===== src/rtl/mmio_uart_pkg.sv =====
package mmio_uart_pkg;
  localparam int unsigned ADDR_W = 5;
  localparam int unsigned DATA_W = 32;
  localparam int unsigned CHAR_W = 8;
  localparam int unsigned REG_W  = 13;

  // word index = addr[4:2]
  localparam logic [2:0] W_RXD  = 3'd0;
  localparam logic [2:0] W_TXD  = 3'd1;
  localparam logic [2:0] W_STAT = 3'd2;
  localparam logic [2:0] W_CTRL = 3'd3;
  localparam logic [2:0] W_DIV  = 3'd4;
  localparam logic [2:0] W_EOP  = 3'd5;

  localparam int unsigned B_PE    = 0;
  localparam int unsigned B_FE    = 1;
  localparam int unsigned B_BRK   = 2;
  localparam int unsigned B_ROE   = 3;
  localparam int unsigned B_TOE   = 4;
  localparam int unsigned B_TMT   = 5;
  localparam int unsigned B_TRDY  = 6;
  localparam int unsigned B_RRDY  = 7;
  localparam int unsigned B_EXC   = 8;
  localparam int unsigned B_TXBRK = 9;
  localparam int unsigned B_DCTS  = 10;
  localparam int unsigned B_CTS   = 11;
  localparam int unsigned B_RTS   = 11;
  localparam int unsigned B_EOP   = 12;

  // interrupt-capable positions: 0..8, 10, 12
  localparam logic [REG_W-1:0] IRQ_MASK = 13'h15FF;
endpackage


===== src/rtl/mmio_uart_sync.sv =====
module mmio_uart_sync #(
  parameter int unsigned STAGES  = 2,
  parameter logic        RST_VAL = 1'b0
) (
  input  logic clk_i,
  input  logic rst_ni,
  input  logic d_i,
  output logic q_o
);
  logic [STAGES-1:0] pipe_q;

  always_ff @(posedge clk_i or negedge rst_ni) begin
    if (!rst_ni) pipe_q <= {STAGES{RST_VAL}};
    else         pipe_q <= {pipe_q[STAGES-2:0], d_i};
  end

  assign q_o = pipe_q[STAGES-1];
endmodule


===== src/rtl/mmio_uart_tx.sv =====
module mmio_uart_tx #(
  parameter int unsigned DIV_W  = 16,
  parameter int unsigned CHAR_W = 8
) (
  input  logic              clk_i,
  input  logic              rst_ni,
  input  logic [DIV_W-1:0]  div_i,
  input  logic              wr_i,
  input  logic [CHAR_W-1:0] data_i,
  output logic              hold_full_o,
  output logic              busy_o,
  output logic              txd_o
);
  localparam int unsigned FRAME_BITS = CHAR_W + 2;
  localparam int unsigned BIT_W      = $clog2(FRAME_BITS);
  localparam logic [BIT_W-1:0] LAST_BIT = BIT_W'(FRAME_BITS - 1);

  logic [CHAR_W-1:0]     hold_q;
  logic                  hold_full_q;
  logic                  busy_q;
  logic [FRAME_BITS-1:0] shift_q;
  logic [DIV_W-1:0]      cnt_q;
  logic [BIT_W-1:0]      bit_q;

  always_ff @(posedge clk_i or negedge rst_ni) begin
    if (!rst_ni) begin
      hold_q      <= '0;
      hold_full_q <= 1'b0;
      busy_q      <= 1'b0;
      shift_q     <= '1;
      cnt_q       <= '0;
      bit_q       <= '0;
    end else begin
      if (!busy_q && hold_full_q) begin
        shift_q     <= {1'b1, hold_q, 1'b0};
        busy_q      <= 1'b1;
        cnt_q       <= '0;
        bit_q       <= '0;
        hold_full_q <= 1'b0;
      end else begin
        if (wr_i && !hold_full_q) begin
          hold_q      <= data_i;
          hold_full_q <= 1'b1;
        end
        if (busy_q) begin
          if (cnt_q == div_i - 1'b1) begin
            cnt_q   <= '0;
            shift_q <= {1'b1, shift_q[FRAME_BITS-1:1]};
            if (bit_q == LAST_BIT) busy_q <= 1'b0;
            else                   bit_q  <= bit_q + 1'b1;
          end else begin
            cnt_q <= cnt_q + 1'b1;
          end
        end
      end
    end
  end

  assign hold_full_o = hold_full_q;
  assign busy_o      = busy_q;
  assign txd_o       = busy_q ? shift_q[0] : 1'b1;
endmodule


===== src/rtl/mmio_uart_rx.sv =====
module mmio_uart_rx #(
  parameter int unsigned DIV_W  = 16,
  parameter int unsigned CHAR_W = 8
) (
  input  logic              clk_i,
  input  logic              rst_ni,
  input  logic [DIV_W-1:0]  div_i,
  input  logic              rxd_i,     // already synchronized
  output logic              done_o,
  output logic [CHAR_W-1:0] data_o,
  output logic              ferr_o,
  output logic              brk_o
);
  localparam int unsigned BIT_W = $clog2(CHAR_W);
  localparam logic [BIT_W-1:0] LAST_DATA = BIT_W'(CHAR_W - 1);

  typedef enum logic [2:0] {S_IDLE, S_START, S_DATA, S_STOP, S_WAIT_HIGH} rx_state_e;

  rx_state_e         state_q;
  logic [DIV_W-1:0]  cnt_q;
  logic [BIT_W-1:0]  bit_q;
  logic [CHAR_W-1:0] shift_q;
  logic              done_q, ferr_q, brk_q;
  logic [DIV_W-1:0]  half_w;

  assign half_w = div_i >> 1;

  always_ff @(posedge clk_i or negedge rst_ni) begin
    if (!rst_ni) begin
      state_q <= S_IDLE;
      cnt_q   <= '0;
      bit_q   <= '0;
      shift_q <= '0;
      done_q  <= 1'b0;
      ferr_q  <= 1'b0;
      brk_q   <= 1'b0;
    end else begin
      done_q <= 1'b0;
      unique case (state_q)
        S_IDLE: if (!rxd_i) begin
          state_q <= S_START;
          cnt_q   <= '0;
        end
        S_START: begin
          if (cnt_q == half_w - 1'b1) begin
            cnt_q   <= '0;
            bit_q   <= '0;
            state_q <= rxd_i ? S_IDLE : S_DATA;  // glitch rejected
          end else begin
            cnt_q <= cnt_q + 1'b1;
          end
        end
        S_DATA: begin
          if (cnt_q == div_i - 1'b1) begin
            cnt_q   <= '0;
            shift_q <= {rxd_i, shift_q[CHAR_W-1:1]};
            if (bit_q == LAST_DATA) state_q <= S_STOP;
            else                    bit_q   <= bit_q + 1'b1;
          end else begin
            cnt_q <= cnt_q + 1'b1;
          end
        end
        S_STOP: begin
          if (cnt_q == div_i - 1'b1) begin
            cnt_q   <= '0;
            done_q  <= 1'b1;
            ferr_q  <= !rxd_i;
            brk_q   <= !rxd_i && (shift_q == '0);
            state_q <= rxd_i ? S_IDLE : S_WAIT_HIGH;
          end else begin
            cnt_q <= cnt_q + 1'b1;
          end
        end
        S_WAIT_HIGH: if (rxd_i) state_q <= S_IDLE;
        default: state_q <= S_IDLE;
      endcase
    end
  end

  assign done_o = done_q;
  assign data_o = shift_q;
  assign ferr_o = ferr_q;
  assign brk_o  = brk_q;
endmodule


===== src/rtl/mmio_uart.sv =====
module mmio_uart
  import mmio_uart_pkg::*;
#(
  parameter int unsigned DIV_W     = 16,
  parameter int unsigned DIV_RESET = 16
) (
  input  logic              clk_i,
  input  logic              rst_ni,
  input  logic [ADDR_W-1:0] addr_i,
  input  logic              wr_en_i,
  input  logic              rd_en_i,
  input  logic [DATA_W-1:0] wdata_i,
  output logic [DATA_W-1:0] rdata_o,
  input  logic              rxd_i,
  output logic              txd_o,
  input  logic              cts_i,
  output logic              rts_o,
  output logic              irq_o
);
  logic [2:0] sel_w;
  assign sel_w = addr_i[4:2];

  logic wr_txd, wr_stat, wr_ctrl, wr_div, wr_eop, rd_rxd;
  assign wr_txd  = wr_en_i && (sel_w == W_TXD);
  assign wr_stat = wr_en_i && (sel_w == W_STAT);
  assign wr_ctrl = wr_en_i && (sel_w == W_CTRL);
  assign wr_div  = wr_en_i && (sel_w == W_DIV);
  assign wr_eop  = wr_en_i && (sel_w == W_EOP);
  assign rd_rxd  = rd_en_i && (sel_w == W_RXD);

  logic [REG_W-1:0]  ctrl_q;
  logic [DIV_W-1:0]  div_q;
  logic [CHAR_W-1:0] eop_q, rx_data_q;
  logic fe_q, brk_q, roe_q, toe_q, rrdy_q, dcts_q, eop_seen_q, cts_prev_q;

  logic rxd_s, cts_s;
  mmio_uart_sync #(.STAGES(2), .RST_VAL(1'b1)) u_rxd_sync (
    .clk_i(clk_i), .rst_ni(rst_ni), .d_i(rxd_i), .q_o(rxd_s));
  mmio_uart_sync #(.STAGES(2), .RST_VAL(1'b0)) u_cts_sync (
    .clk_i(clk_i), .rst_ni(rst_ni), .d_i(cts_i), .q_o(cts_s));

  logic hold_full, tx_busy, tx_line;
  mmio_uart_tx #(.DIV_W(DIV_W), .CHAR_W(CHAR_W)) u_tx (
    .clk_i(clk_i), .rst_ni(rst_ni), .div_i(div_q),
    .wr_i(wr_txd), .data_i(wdata_i[CHAR_W-1:0]),
    .hold_full_o(hold_full), .busy_o(tx_busy), .txd_o(tx_line));

  logic              rx_done, rx_ferr, rx_brk;
  logic [CHAR_W-1:0] rx_char;
  mmio_uart_rx #(.DIV_W(DIV_W), .CHAR_W(CHAR_W)) u_rx (
    .clk_i(clk_i), .rst_ni(rst_ni), .div_i(div_q), .rxd_i(rxd_s),
    .done_o(rx_done), .data_o(rx_char), .ferr_o(rx_ferr), .brk_o(rx_brk));

  always_ff @(posedge clk_i or negedge rst_ni) begin
    if (!rst_ni) begin
      ctrl_q     <= '0;
      div_q      <= DIV_W'(DIV_RESET);
      eop_q      <= '0;
      rx_data_q  <= '0;
      fe_q       <= 1'b0;
      brk_q      <= 1'b0;
      roe_q      <= 1'b0;
      toe_q      <= 1'b0;
      rrdy_q     <= 1'b0;
      dcts_q     <= 1'b0;
      eop_seen_q <= 1'b0;
      cts_prev_q <= 1'b0;
    end else begin
      if (wr_ctrl) ctrl_q <= wdata_i[REG_W-1:0];
      if (wr_div)  div_q  <= wdata_i[DIV_W-1:0];
      if (wr_eop)  eop_q  <= wdata_i[CHAR_W-1:0];
      if (rx_done) rx_data_q <= rx_brk ? '0 : rx_char;
      cts_prev_q <= cts_s;

      if (rx_done)     rrdy_q <= 1'b1;
      else if (rd_rxd) rrdy_q <= 1'b0;

      // sticky flags: a set in the same cycle as a clear wins
      fe_q       <= (fe_q  && !wr_stat) || (rx_done && rx_ferr);
      brk_q      <= (brk_q && !wr_stat) || (rx_done && rx_brk);
      roe_q      <= (roe_q && !wr_stat) || (rx_done && rrdy_q && !rd_rxd);
      toe_q      <= (toe_q && !wr_stat) || (wr_txd && hold_full);
      dcts_q     <= (dcts_q && !wr_stat) || (cts_s != cts_prev_q);
      eop_seen_q <= (eop_seen_q && !wr_stat) ||
                    (rx_done && !rx_ferr && (rx_char == eop_q));
    end
  end

  logic [REG_W-1:0] status_w;
  logic             exc_w;
  assign exc_w = fe_q | brk_q | roe_q | toe_q;  // parity flag is constant 0
  assign status_w = {eop_seen_q, cts_s, dcts_q, 1'b0, exc_w, rrdy_q,
                     !hold_full, !hold_full && !tx_busy,
                     toe_q, roe_q, brk_q, fe_q, 1'b0};

  always_comb begin
    rdata_o = '0;
    unique case (sel_w)
      W_RXD:   rdata_o[CHAR_W-1:0] = rx_data_q;
      W_STAT:  rdata_o[REG_W-1:0]  = status_w;
      W_CTRL:  rdata_o[REG_W-1:0]  = ctrl_q;
      W_DIV:   rdata_o[DIV_W-1:0]  = div_q;
      W_EOP:   rdata_o[CHAR_W-1:0] = eop_q;
      default: rdata_o = '0;
    endcase
  end

  assign irq_o = |(status_w & ctrl_q & IRQ_MASK);
  assign txd_o = ctrl_q[B_TXBRK] ? 1'b0 : tx_line;
  assign rts_o = ctrl_q[B_RTS];

  logic unused_ok;
  assign unused_ok = ^{addr_i[1:0], wdata_i[DATA_W-1:REG_W]};
endmodule


===== config.mk =====
export PLATFORM = sky130hd
export DESIGN_NAME = mmio_uart
export DESIGN_NICKNAME = d
export VERILOG_FILES = /design/src/rtl/mmio_uart_pkg.sv /design/src/rtl/mmio_uart_sync.sv /design/src/rtl/mmio_uart_tx.sv /design/src/rtl/mmio_uart_rx.sv /design/src/rtl/mmio_uart.sv
export SDC_FILE = /design/constraint.sdc
export NUM_CORES = 1
export LEC_CHECK = 0
export ABC_AREA = 1
export BUFFER_PORTS_ARGS = -buffer_cell sky130_fd_sc_hd__buf_2
export CORE_ASPECT_RATIO = 1.1
export CORE_UTILIZATION = 43
export DETAILED_ROUTE_END_ITERATION = 16
export PLACE_DENSITY = 0.65
export SYNTH_ARGS = -nofsm -noshare
export SYNTH_HDL_FRONTEND = slang
export SYNTH_HIERARCHICAL = 1
export SYNTH_SLANG_ARGS = --single-unit

===== constraint.sdc =====
create_clock -name clk_i -period 4.6 [get_ports clk_i]
set_clock_uncertainty 0.05 [all_clocks]
set_input_delay 0.46 -clock clk_i [delete_from_list [all_inputs] [get_ports clk_i]]
set_output_delay 0.46 -clock clk_i [all_outputs]
set_load 0.01 [all_outputs]

==> run_results.csv, run 1 <==
group,metric,value,unit
power_and_ir_drop,switchingPower,1.51,mW
placement,dp_cells,1480,
synthesis,syn_area_per_cell,7.25,um^2
synthesis,synth_cell_types,51,
worst_setup_path,crit_fanout,9,
global_route,grt_overflow,0,
hold_path,worstHoldPathType,"input pin to async pin",
power_and_ir_drop,cellPowerDensity,434,nW/um^2
cts,cts_tree,"built",
power_and_ir_drop,total_power,4.22,mW
worst_setup_path,worstRegToRegCells,15,
run_status,status,"finished with violations",
sta,rsz0062_at_grt,"no",
routing,drtIter0Drc,473,
sta,worstMarginPinSlew,920,ps
worst_setup_path,worstSetupPathType,"register to register",
power_and_ir_drop,seq_power_share,35.7,%
global_route,use_met3,3.59,%
run_status,violations,"DRC",
worst_setup_path,critical_path_required,4870,ps
routing,viasPerCell,5.03,
cts,clockRootBuffer,"clkbuf_16",
synthesis,yosysTopAreaCellShare,33.3,%
synthesis,synth_top_area_cell,"dfrtp_1",
sta,setup_slack,1900,ps
global_route,grt-busiest-layer,"met2",
worst_setup_path,r2r_setup_slack,1900,ps
cells_and_area,fillers,1955,
sta,setup_viol,0,
cells_and_area,final_nets,1299,
synthesis,netlist_top_cells_area,"dfrtp_1, nand2_1, inv_1",
routing,finalWirelength,21700,um
floorplanning,io_pins,78,
synthesis,synthFlopType,"dfrtp_1",
cells_and_area,antenna_cells,0,
global_route,grt_antenna_before_repair,0,
synthesis,synth-warning-count,6,
routing,wl_per_cell,14.3,um
sta,period_share,58.7,%
sta,fmax,0.370,GHz
placement,dp.final_hpwl,16000,um
cts,clk_pin_slew,60,ps
cts,ctsHoldBuffers,0,
power_and_ir_drop,leakagePower,5.01,nW
power_and_ir_drop,p_int,2.72,mW
routing,drc_errors,4,
global_route,grt_max_degree,99,
floorplanning,coreArea,19900,um^2
sta,hold_viol_final,0,
cts,h-tree-depth,4,
power_and_ir_drop,p_clk_share,36.6,%
worst_setup_path,cp.arrival,2960,ps
worst_setup_path,cp-startpoint,"div_q[2]",
global_route,met2_usage,36.7,%
power_and_ir_drop,ir_drop,0.000278,V
global_route,track_usage,21.9,%
cells_and_area,area_delta_synth_final,10.9,%
power_and_ir_drop,combPwrFrac,27.7,%
cells_and_area,final_util,48.9,%
worst_setup_path,setup.worst_path.start_class,"register",
cts,clk-insertion-delay-late,430,ps
global_route,grt_use_met1,27.8,%
routing,vias,7611,
sta,drv_slew,0,
synthesis,synth_area,8790,um^2
global_route,grt_pass1_vias,7312,
cts,post_cts_resized,0,
placement,portBuffers,43,
floorplanning,start_util,44.1,%
synthesis,ys_ff_latch,129,
cts,post_cts_buffers,0,
power_and_ir_drop,switching_share,35.7,%
worst_setup_path,endpoint_kind,"register",
sta,slew_headroom,38.6,%
cells_and_area,layout.cells.non_filler,1512,
synthesis,synth_edf_count,0,
worst_setup_path,rr_startpoint,"div_q[2]",
cells_and_area,drive_gt1_share,16.7,%
routing,drtPass1Iterations,11,
global_route,grt_pass1_wl,36600,um
cts,clk_path_buf_depth,2,
sta,finalSetupTns,0,ps
worst_setup_path,crit_end,"u_rx/data_o[7]",
synthesis,seq_area_frac_synth,36.9,%
job,max-cap-violations,0,
floorplanning,die_w,138,um
floorplanning,die_area,21000,um^2
placement,pre_cts_ws,1900,ps
synthesis,syn_inst,1212,
synthesis,async_flop_share,100,%
cts,cts.sinks,129,
cts,cts_buffers,17,
floorplanning,rows,54,
placement,gp_congestion,0.952,
sta,fin_crit,2700,ps
routing,drtAntennaViolNets,0,
worst_setup_path,r2r-end,"u_rx/data_o[7]",
floorplanning,die_y,152,um
## power by group through the flow
stage | clock [mW] | sequential, mW | combinational (mW)
after floorplan | 0 | 1.43 | 0.971
after global placement | 0 | 1.52 | 1.15
after detailed placement | 0 | 1.53 | 1.16
after CTS | 1.58 | 1.51 | 1.17
after global routing | 1.63 | 1.53 | 1.32
final | 1.55 | 1.51 | 1.17
## per-stage QoR
stage	cell area [um^2]	hold WS, ps
after floorplan	8840	114
after global placement	9070	283
after detailed placement	9070	294
after CTS	9740	66.6
after global routing	9740	60.2
final	9740	58.1
## synthesized netlist by cell type, types with 9 or more instances
master    instances
a21oi_1          12
buf_4            19
buf_6            10
clkbuf_1          9
dfrtp_1         117
dfstp_2          12
ha_1              9
inv_1           133
nand2_1         406
nand2_2          19
nand3_1          86
nand4_1          25
nor2_1          117
nor2_2           13
nor2_4           11
nor3_1            9
o21ai_0          23
o21ai_2          35
xnor2_1          24
xor2_1           43
## placed cells by master (no fill, tap or decap), drive strengths merged, types with 2 or more instances in the layout
| master | count |
|---|---|
| a21oi | 15 |
| a31oi | 2 |
| and2 | 3 |
| buf | 45 |
| bufinv | 5 |
| clkbuf | 21 |
| clkinv | 4 |
| conb | 16 |
| dfrtp | 117 |
| dfstp | 12 |
| ha | 9 |
| inv | 142 |
| mux2 | 7 |
| nand2 | 432 |
| nand3 | 96 |
| nand3b | 6 |
| nand4 | 25 |
| nor2 | 142 |
| nor3 | 10 |
| nor4 | 6 |
| o21ai | 59 |
| o22ai | 4 |
| or2 | 7 |
| xnor2 | 24 |
| xor2 | 43 |
## how the worst min path moves through the flow
| stage | from | to | slack, ps | cells past startpoint |
|---|---|---|---|---|
| after floorplan | rst_ni | brk_q | 110 | 0 |
| after global placement | u_cts_sync/pipe_q[0] | u_cts_sync/pipe_q[1] | 280 | 0 |
| after detailed placement | u_cts_sync/pipe_q[0] | u_cts_sync/pipe_q[1] | 290 | 0 |
| after CTS | rxd_i | u_rxd_sync/pipe_q[0] | 70 | 1 |
| after global routing | rxd_i | u_rxd_sync/pipe_q[0] | 60 | 1 |
| final | rst_ni | div_q[14] | 60 | 1 |
## metal layers
layer  share of wire (%)  vias up
li1                    -     3846
met1                  46     3565
met2                  48      151
met3                 3.0       49
met4                 3.1        0
met5                   0        -
## critical path: stages, from the launching register on
cell     delay (ps)
dfrtp_1         540
inv_2           130
ha_1            260
nand2_1         180
nor2_4          200
nand2_1          70
nand2_1          70
nand2_1          50
nand2_1         120
nand3_1         100
nor2_2          160
nand3_4         150
nor2_4          220
inv_2           130
nand2_1         100
o21ai_2          50
## registers in the layout, summed over array words and instances, names as in the netlist, 2 cells and up
register / cells
rx_data_q: 8
div_q: 16
eop_q: 8
u_rx/state_q: 3
u_tx/hold_q: 8
u_rx/bit_q: 3
u_tx/shift_q: 9
u_rx/cnt_q: 16
ctrl_q: 13
u_tx/bit_q: 4
u_cts_sync/pipe_q: 2
u_tx/cnt_q: 16
u_rxd_sync/pipe_q: 2
u_rx/data_o: 8
## layout make-up
class                      count  area, um^2  share of cell area (%)
multi-input combinational    913        4750                    48.7
clock inverter                11         198                    2.03
tap                          252         315                    3.24
timing repair buffer          45         236                    2.43
sequential                   129        3240                    33.3
inverter                     141         533                    5.47
clock buffer                  21         470                    4.83
## cells by family (layout without fill, tap and decap cells)
kind of cell    count (synthesis)  count (layout)  synth area share, %
compound gates                 86              86                 6.86
mux                             7               7                0.897
xor+xnor                       67              67                 6.68
other cells                     1              16               0.0427
flops                         129             129                 36.9
buf+inv                       185             218                 9.70
fa+ha+maj                       9               9                 1.28
simple gates                  728             728                 37.6
Note: power is estimated with default switching activity, not from simulation.
==> inputs of run 2 (changes only) <==
--- a/config.mk
+++ b/config.mk
@@ -10,7 +10,7 @@
 export CORE_ASPECT_RATIO = 1.1
 export CORE_UTILIZATION = 43
 export DETAILED_ROUTE_END_ITERATION = 16
-export PLACE_DENSITY = 0.65
+export PLACE_DENSITY = 0.67
 export SYNTH_ARGS = -nofsm -noshare
 export SYNTH_HDL_FRONTEND = slang
 export SYNTH_HIERARCHICAL = 1
==> constraint.sdc (replaced) <==
create_clock -name clk_i -period 2.2 [get_ports clk_i]
set_clock_uncertainty 0.05 [all_clocks]
set_input_delay 0.22 -clock clk_i [delete_from_list [all_inputs] [get_ports clk_i]]
set_output_delay 0.22 -clock clk_i [all_outputs]
set_load 0.01 [all_outputs]
==> run_results.csv, run 2 (synthesized netlist as in run 1, its figures left out) <==
group,metric,value,unit
floorplanning,rows,54,
cells_and_area,final_nets,1432,
sta,slew_headroom,55.5,%
cts,h-tree-depth,4,
worst_setup_path,worstPathCellList,"buf_6, nor2_4, nand2_2, buf_4, o21ai_0, nand3_1, nand2_1, nor2_1, nand2_1, nor2_4, nand3_4, buf_6, nand3_1, nand2_1",
cts,cts_tree,"built",
power_and_ir_drop,cellPowerDensity,851,nW/um^2
floorplanning,die_area,21000,um^2
floorplanning,die_w,138,um
placement,portBuffers,43,
sta,hold_viol_final,0,
cells_and_area,final_common_cell,"nand2_1",
worst_setup_path,critical_path_required,2510,ps
routing,wl_met1,10300,um
cts,clk-insertion-delay-late,430,ps
routing,drtAntennaViolNets,0,
sta,worstMarginPinSlew,667,ps
cells_and_area,layout.cells.non_filler,1645,
worst_setup_path,r2r-end,"u_tx/shift_q[0]",
routing,drtIter0Drc,561,
cells_and_area,final_util,56.0,%
worst_setup_path,r2r_setup_slack,-100,ps
hold_path,worstHoldPathType,"input pin to register",
run_status,status,"finished with violations",
floorplanning,die_y,152,um
worst_setup_path,cp.buffers_inverters,3,
global_route,track_usage,22.9,%
global_route,grt_pass1_wl,38400,um
worst_setup_path,cp_common_cell,"nand2_1",
cells_and_area,area_delta_synth_final,27.1,%
worst_setup_path,slowest_stage,"dfstp_2",
power_and_ir_drop,leakagePower,5.70,nW
routing,highest_layer,"met4",
sta,period_share,104,%
worst_setup_path,crit_path_max_incr_delay,660,ps
cts,clk_pin_slew,60,ps
run_status,violations,"DRC, setup timing",
sta,setup_viol,61,
worst_setup_path,worstRegToRegCells,14,
global_route,grt_antenna_before_repair,0,
sta,fin_crit,2300,ps
cells_and_area,drive_gt1_share,28.6,%
sta,rsz0062_at_grt,"yes",
global_route,grt_max_degree,50,
worst_setup_path,endpoint_kind,"register",
placement,dp.final_hpwl,17500,um
power_and_ir_drop,ir_drop,0.000620,V
cells_and_area,antenna_cells,0,
routing,wl_per_cell,14.5,um
job,max-cap-violations,0,
global_route,grt_overflow,0,
placement,gp_congestion,0.880,
cts,clockRootBuffer,"clkbuf_16",
worst_setup_path,setup.worst_path.start_class,"register",
floorplanning,io_pins,78,
routing,drc_errors,8,
placement,dp_cells,1586,
floorplanning,coreArea,19900,um^2
worst_setup_path,cp.arrival,2600,ps
floorplanning,start_util,44.1,%
routing,wl_met2,12200,um
sta,setup_slack,-97.5,ps
worst_setup_path,rr_startpoint,"div_q[4]",
routing,wl_met3,825,um
routing,vias,8240,
worst_setup_path,critical_path_depth,14,
cts,clk_path_buf_depth,2,
worst_setup_path,cp_top_family,"simple AND/OR/NAND/NOR gates",
routing,viasPerCell,5.01,
worst_setup_path,worstSetupPathType,"register to register",
global_route,grt_pass1_vias,7926,
sta,fmax,0.435,GHz
routing,drtPass1Iterations,11,
worst_setup_path,crit_fanout,8,
worst_setup_path,cp-startpoint,"div_q[4]",
worst_setup_path,crit_end,"u_tx/shift_q[0]",
routing,finalWirelength,23800,um
cells_and_area,top_regs,"div_q: 16 flops, u_rx/cnt_q: 16 flops, u_tx/cnt_q: 16 flops",
cts,cts_buffers,17,
cells_and_area,layout_common_cells,"nand2_1, inv_1, dfrtp_1",
cts,cts.sinks,129,
sta,drv_slew,0,
==> run 2: final cells by class <==
type	instances	area, um^2
Multi-Input combinational cell	915	5130
Clock buffer	17	425
Tap cell	252	315
Sequential cell	129	3250
Inverter	141	533
Fill cell	1788	8760
Clock inverter	15	163
Timing Repair Buffer	176	1350
==> run 2: worst reg2reg max path, cell delays in order (launching register included) <==
cell and delay, ps:
dfstp_2 660, buf_6 160, nor2_4 40, nand2_2 90
buf_4 120, o21ai_0 80, nand3_1 120, nand2_1 60
nor2_1 110, nand2_1 100, nor2_4 140, nand3_4 170
buf_6 190, nand3_1 70, nand2_1 70
==> run 2: what timing repair did <==
action | 4_1_cts | 5_1_grt
buffers inserted | 5 | 7
hold buffers | 13 | 0
resized for setup | 55 | 48
pin swaps | 13 | 37
hold endpoints to repair | 45 | 0
gates cloned | 0 | 2
setup endpoints to repair | 63 | 63
==> run 2: worst min-delay path by stage <==
stage,start,end,slack [ps],cells past startpoint
after floorplan,rst_ni,brk_q,-130,0
after global placement,rst_ni,u_rx/cnt_q[14],130,1
after detailed placement,rst_ni,u_rx/cnt_q[14],130,1
after CTS,wdata_i[6],u_tx/hold_q[6],0.4,3
after global routing,wdata_i[10],ctrl_q[10],20,3
final,wdata_i[6],u_tx/hold_q[6],20,3
==> run 2: through the flow <==
stage / hold WS, ps / instance area, um^2 / setup TNS (ps) / total power, mW / worst slack, ps
floorplan: -126 / 8850 / 0 / 5.03 / 2.42
global placement: 131 / 9940 / -5950 / 6.19 / -172
detailed placement: 131 / 9940 / -9300 / 6.23 / -213
CTS: 0.389 / 10900 / -577 / 9.34 / -45.3
global route: 22.2 / 11200 / -11110 / 10.0 / -224
finish: 21.4 / 11200 / -2780 / 9.51 / -97.5
==> run 2: layer usage <==
layer  global-route usage, %  vias up
li1                        -     4111
met1                    27.5     3914
met2                    41.5      184
met3                    4.07       31
met4                    6.80        0
met5                       0        -
==> run 2: report_power, final <==
part | switching, mW | internal (mW)
Sequential | 0.334 | 2.68
Clock | 1.29 | 1.52
Combinational | 2.07 | 1.61
==> inputs of run 3 (changes only) <==
--- a/config.mk
+++ b/config.mk
@@ -10,7 +10,7 @@
 export CORE_ASPECT_RATIO = 1.1
 export CORE_UTILIZATION = 43
 export DETAILED_ROUTE_END_ITERATION = 16
-export PLACE_DENSITY = 0.67
+export PLACE_DENSITY = 0.65
 export SYNTH_ARGS = -nofsm -noshare
 export SYNTH_HDL_FRONTEND = slang
 export SYNTH_HIERARCHICAL = 1
==> constraint.sdc (replaced) <==
create_clock -name clk_i -period 2.62 [get_ports clk_i]
set_clock_uncertainty 0.05 [all_clocks]
set_input_delay 0.262 -clock clk_i [delete_from_list [all_inputs] [get_ports clk_i]]
set_output_delay 0.262 -clock clk_i [all_outputs]
set_load 0.01 [all_outputs]
==> run_results.csv, run 3 (synthesized netlist as in run 1, its figures left out) <==
group,metric,value,unit
run_status,status,"finished with violations",
run_status,violations,"DRC",
floorplanning,die_area,21000,um^2
placement,gp_congestion,0.925,
worst_setup_path,crit_path_max_incr_delay,470,ps
floorplanning,die_y,152,um
sta,hold_viol_final,0,
power_and_ir_drop,switchingPower,2.81,mW
sta,rsz0062_at_grt,"no",
power_and_ir_drop,switching_share,39.3,%
global_route,grt_antenna_before_repair,0,
routing,wl_per_cell,14.6,um
sta,whs,22.3,ps
worst_setup_path,worstPathCellList,"nor2_1, nand2_2, nor2_1, nand2_1, xnor2_1, nand2_1, nor2_1, nand3_1, nand2_4, nand2_8, nand3_1, nand2_1",
power_and_ir_drop,cellPowerDensity,723,nW/um^2
global_route,track_usage,22.4,%
sta,fin_crit,2430,ps
power_and_ir_drop,p_clk_share,32.4,%
cells_and_area,drive_gt1_share,18.7,%
worst_setup_path,crit_fanout,15,
cells_and_area,area_delta_synth_final,12.5,%
worst_setup_path,endpoint_kind,"register",
routing,viasPerCell,5.07,
cts,h-tree-depth,4,
power_and_ir_drop,p_int,4.34,mW
hold_path,worstHoldPathType,"input pin to register",
cells_and_area,layout.cells.non_filler,1537,
floorplanning,die_w,138,um
cts,clk-insertion-delay-late,430,ps
cts,clk_pin_slew,60,ps
power_and_ir_drop,seq_power_share,36.0,%
cts,cts.sinks,129,
cts,cts_buffers,17,
worst_setup_path,cp.arrival,2700,ps
worst_setup_path,setup.worst_path.start_class,"register",
global_route,grt_pass1_vias,7490,
cells_and_area,antenna_cells,0,
routing,drtAntennaViolNets,0,
cells_and_area,layout_common_cells,"nand2_1, inv_1, nor2_1",
worst_setup_path,critical_path_required,2890,ps
cts,clockRootBuffer,"clkbuf_16",
cts,clk_path_buf_depth,2,
floorplanning,coreArea,19900,um^2
sta,drv_slew,0,
sta,slew_headroom,56.2,%
routing,vias,7789,
worst_setup_path,worstSetupPathType,"register to register",
cts,post_cts_buffers,0,
cells_and_area,top_regs,"div_q: 16 flops, u_rx/cnt_q: 16 flops, u_tx/cnt_q: 16 flops",
sta,finalSetupTns,0,ps
global_route,grt_overflow,0,
floorplanning,start_util,44.1,%
power_and_ir_drop,leakagePower,5.08,nW
worst_setup_path,cp_top_family,"simple AND/OR/NAND/NOR gates",
routing,drtIter0Drc,563,
sta,setup_viol,0,
placement,dp.final_hpwl,16900,um
cells_and_area,final_nets,1324,
floorplanning,rows,54,
placement,portBuffers,43,
sta,fmax,0.412,GHz
worst_setup_path,cp.buffers_inverters,0,
power_and_ir_drop,total_power,7.15,mW
worst_setup_path,slowest_stage,"dfrtp_2",
power_and_ir_drop,combPwrFrac,31.6,%
sta,worstMarginPinSlew,657,ps
floorplanning,io_pins,78,
power_and_ir_drop,ir_drop,0.000510,V
routing,drc_errors,4,
cts,cts_tree,"built",
global_route,grt_pass1_wl,37000,um
cells_and_area,final_util,49.6,%
sta,period_share,92.6,%
global_route,grt_max_degree,69,
job,max-cap-violations,0,
cells_and_area,final_common_cell,"nand2_1",
routing,finalWirelength,22500,um
placement,dp_cells,1502,
routing,drtPass1Iterations,12,
==> run 3: power groups by stage <==
stage / logic [mW] / clock network [mW] / registers (mW)
after global placement: 2.18 / 0 / 2.60
after floorplan: 1.71 / 0 / 2.51
after global routing: 2.54 / 2.42 / 2.61
after detailed placement: 2.21 / 0 / 2.61
after CTS: 2.23 / 2.35 / 2.57
final: 2.26 / 2.32 / 2.58
==> run 3: worst min-delay path: stages <==
cell and delay, ps:
buf_2 70, nor2_1 40, a21oi_2 80
==> run 3: final cells by class <==
type | count | area, um^2
timing repair buffer | 70 | 457
inverter | 141 | 533
clock buffer | 17 | 425
clock inverter | 15 | 139
tap | 252 | 315
fill | 1974 | 10000
multi-input combinational | 913 | 4770
sequential | 129 | 3250
==> run 3: final timing paths <==
check                                     start                    to  slack, ps  cells after the start
max                                    div_q[5]         u_rx/cnt_q[6]        190                     12
max in group asynchronous                rst_ni              div_q[5]       1350                      3
min                                 wdata_i[13]             div_q[13]         20                      3
min in group asynchronous                rst_ni             div_q[14]        380                      2
max reg2reg                            div_q[5]         u_rx/cnt_q[6]        190                     12
min reg2reg                u_cts_sync/pipe_q[0]  u_cts_sync/pipe_q[1]        310                      0
==> run 3: routing by layer <==
layer / global-route usage, % / wire [um] / share of wire, % / vias to the layer above
li1: - / - / - / 3896
met1: 27.4 / 9760 / 43 / 3649
met2: 39.0 / 11100 / 49 / 203
met3: 3.44 / 965 / 4.3 / 41
met4: 9.79 / 645 / 2.9 / 0
met5: 0 / 0 / 0 / -
==> run 3: repair_timing <==
item	4_1_cts	5_1_grt
gates resized for setup	0	8
endpoints found under the setup margin	0	23
hold endpoints to repair	63	0
hold buffers	3	0
==> run 3: per-stage QoR <==
| stage | cell area [um^2] | setup slack (ps) |
|---|---|---|
| 2_1_floorplan | 8840 | 330 |
| 3_3_place_gp | 9270 | 171 |
| 3_5_place_dp | 9270 | 127 |
| 4_1_cts | 9860 | 124 |
| 5_1_grt | 9880 | 13.5 |
| 6_report | 9880 | 193 |
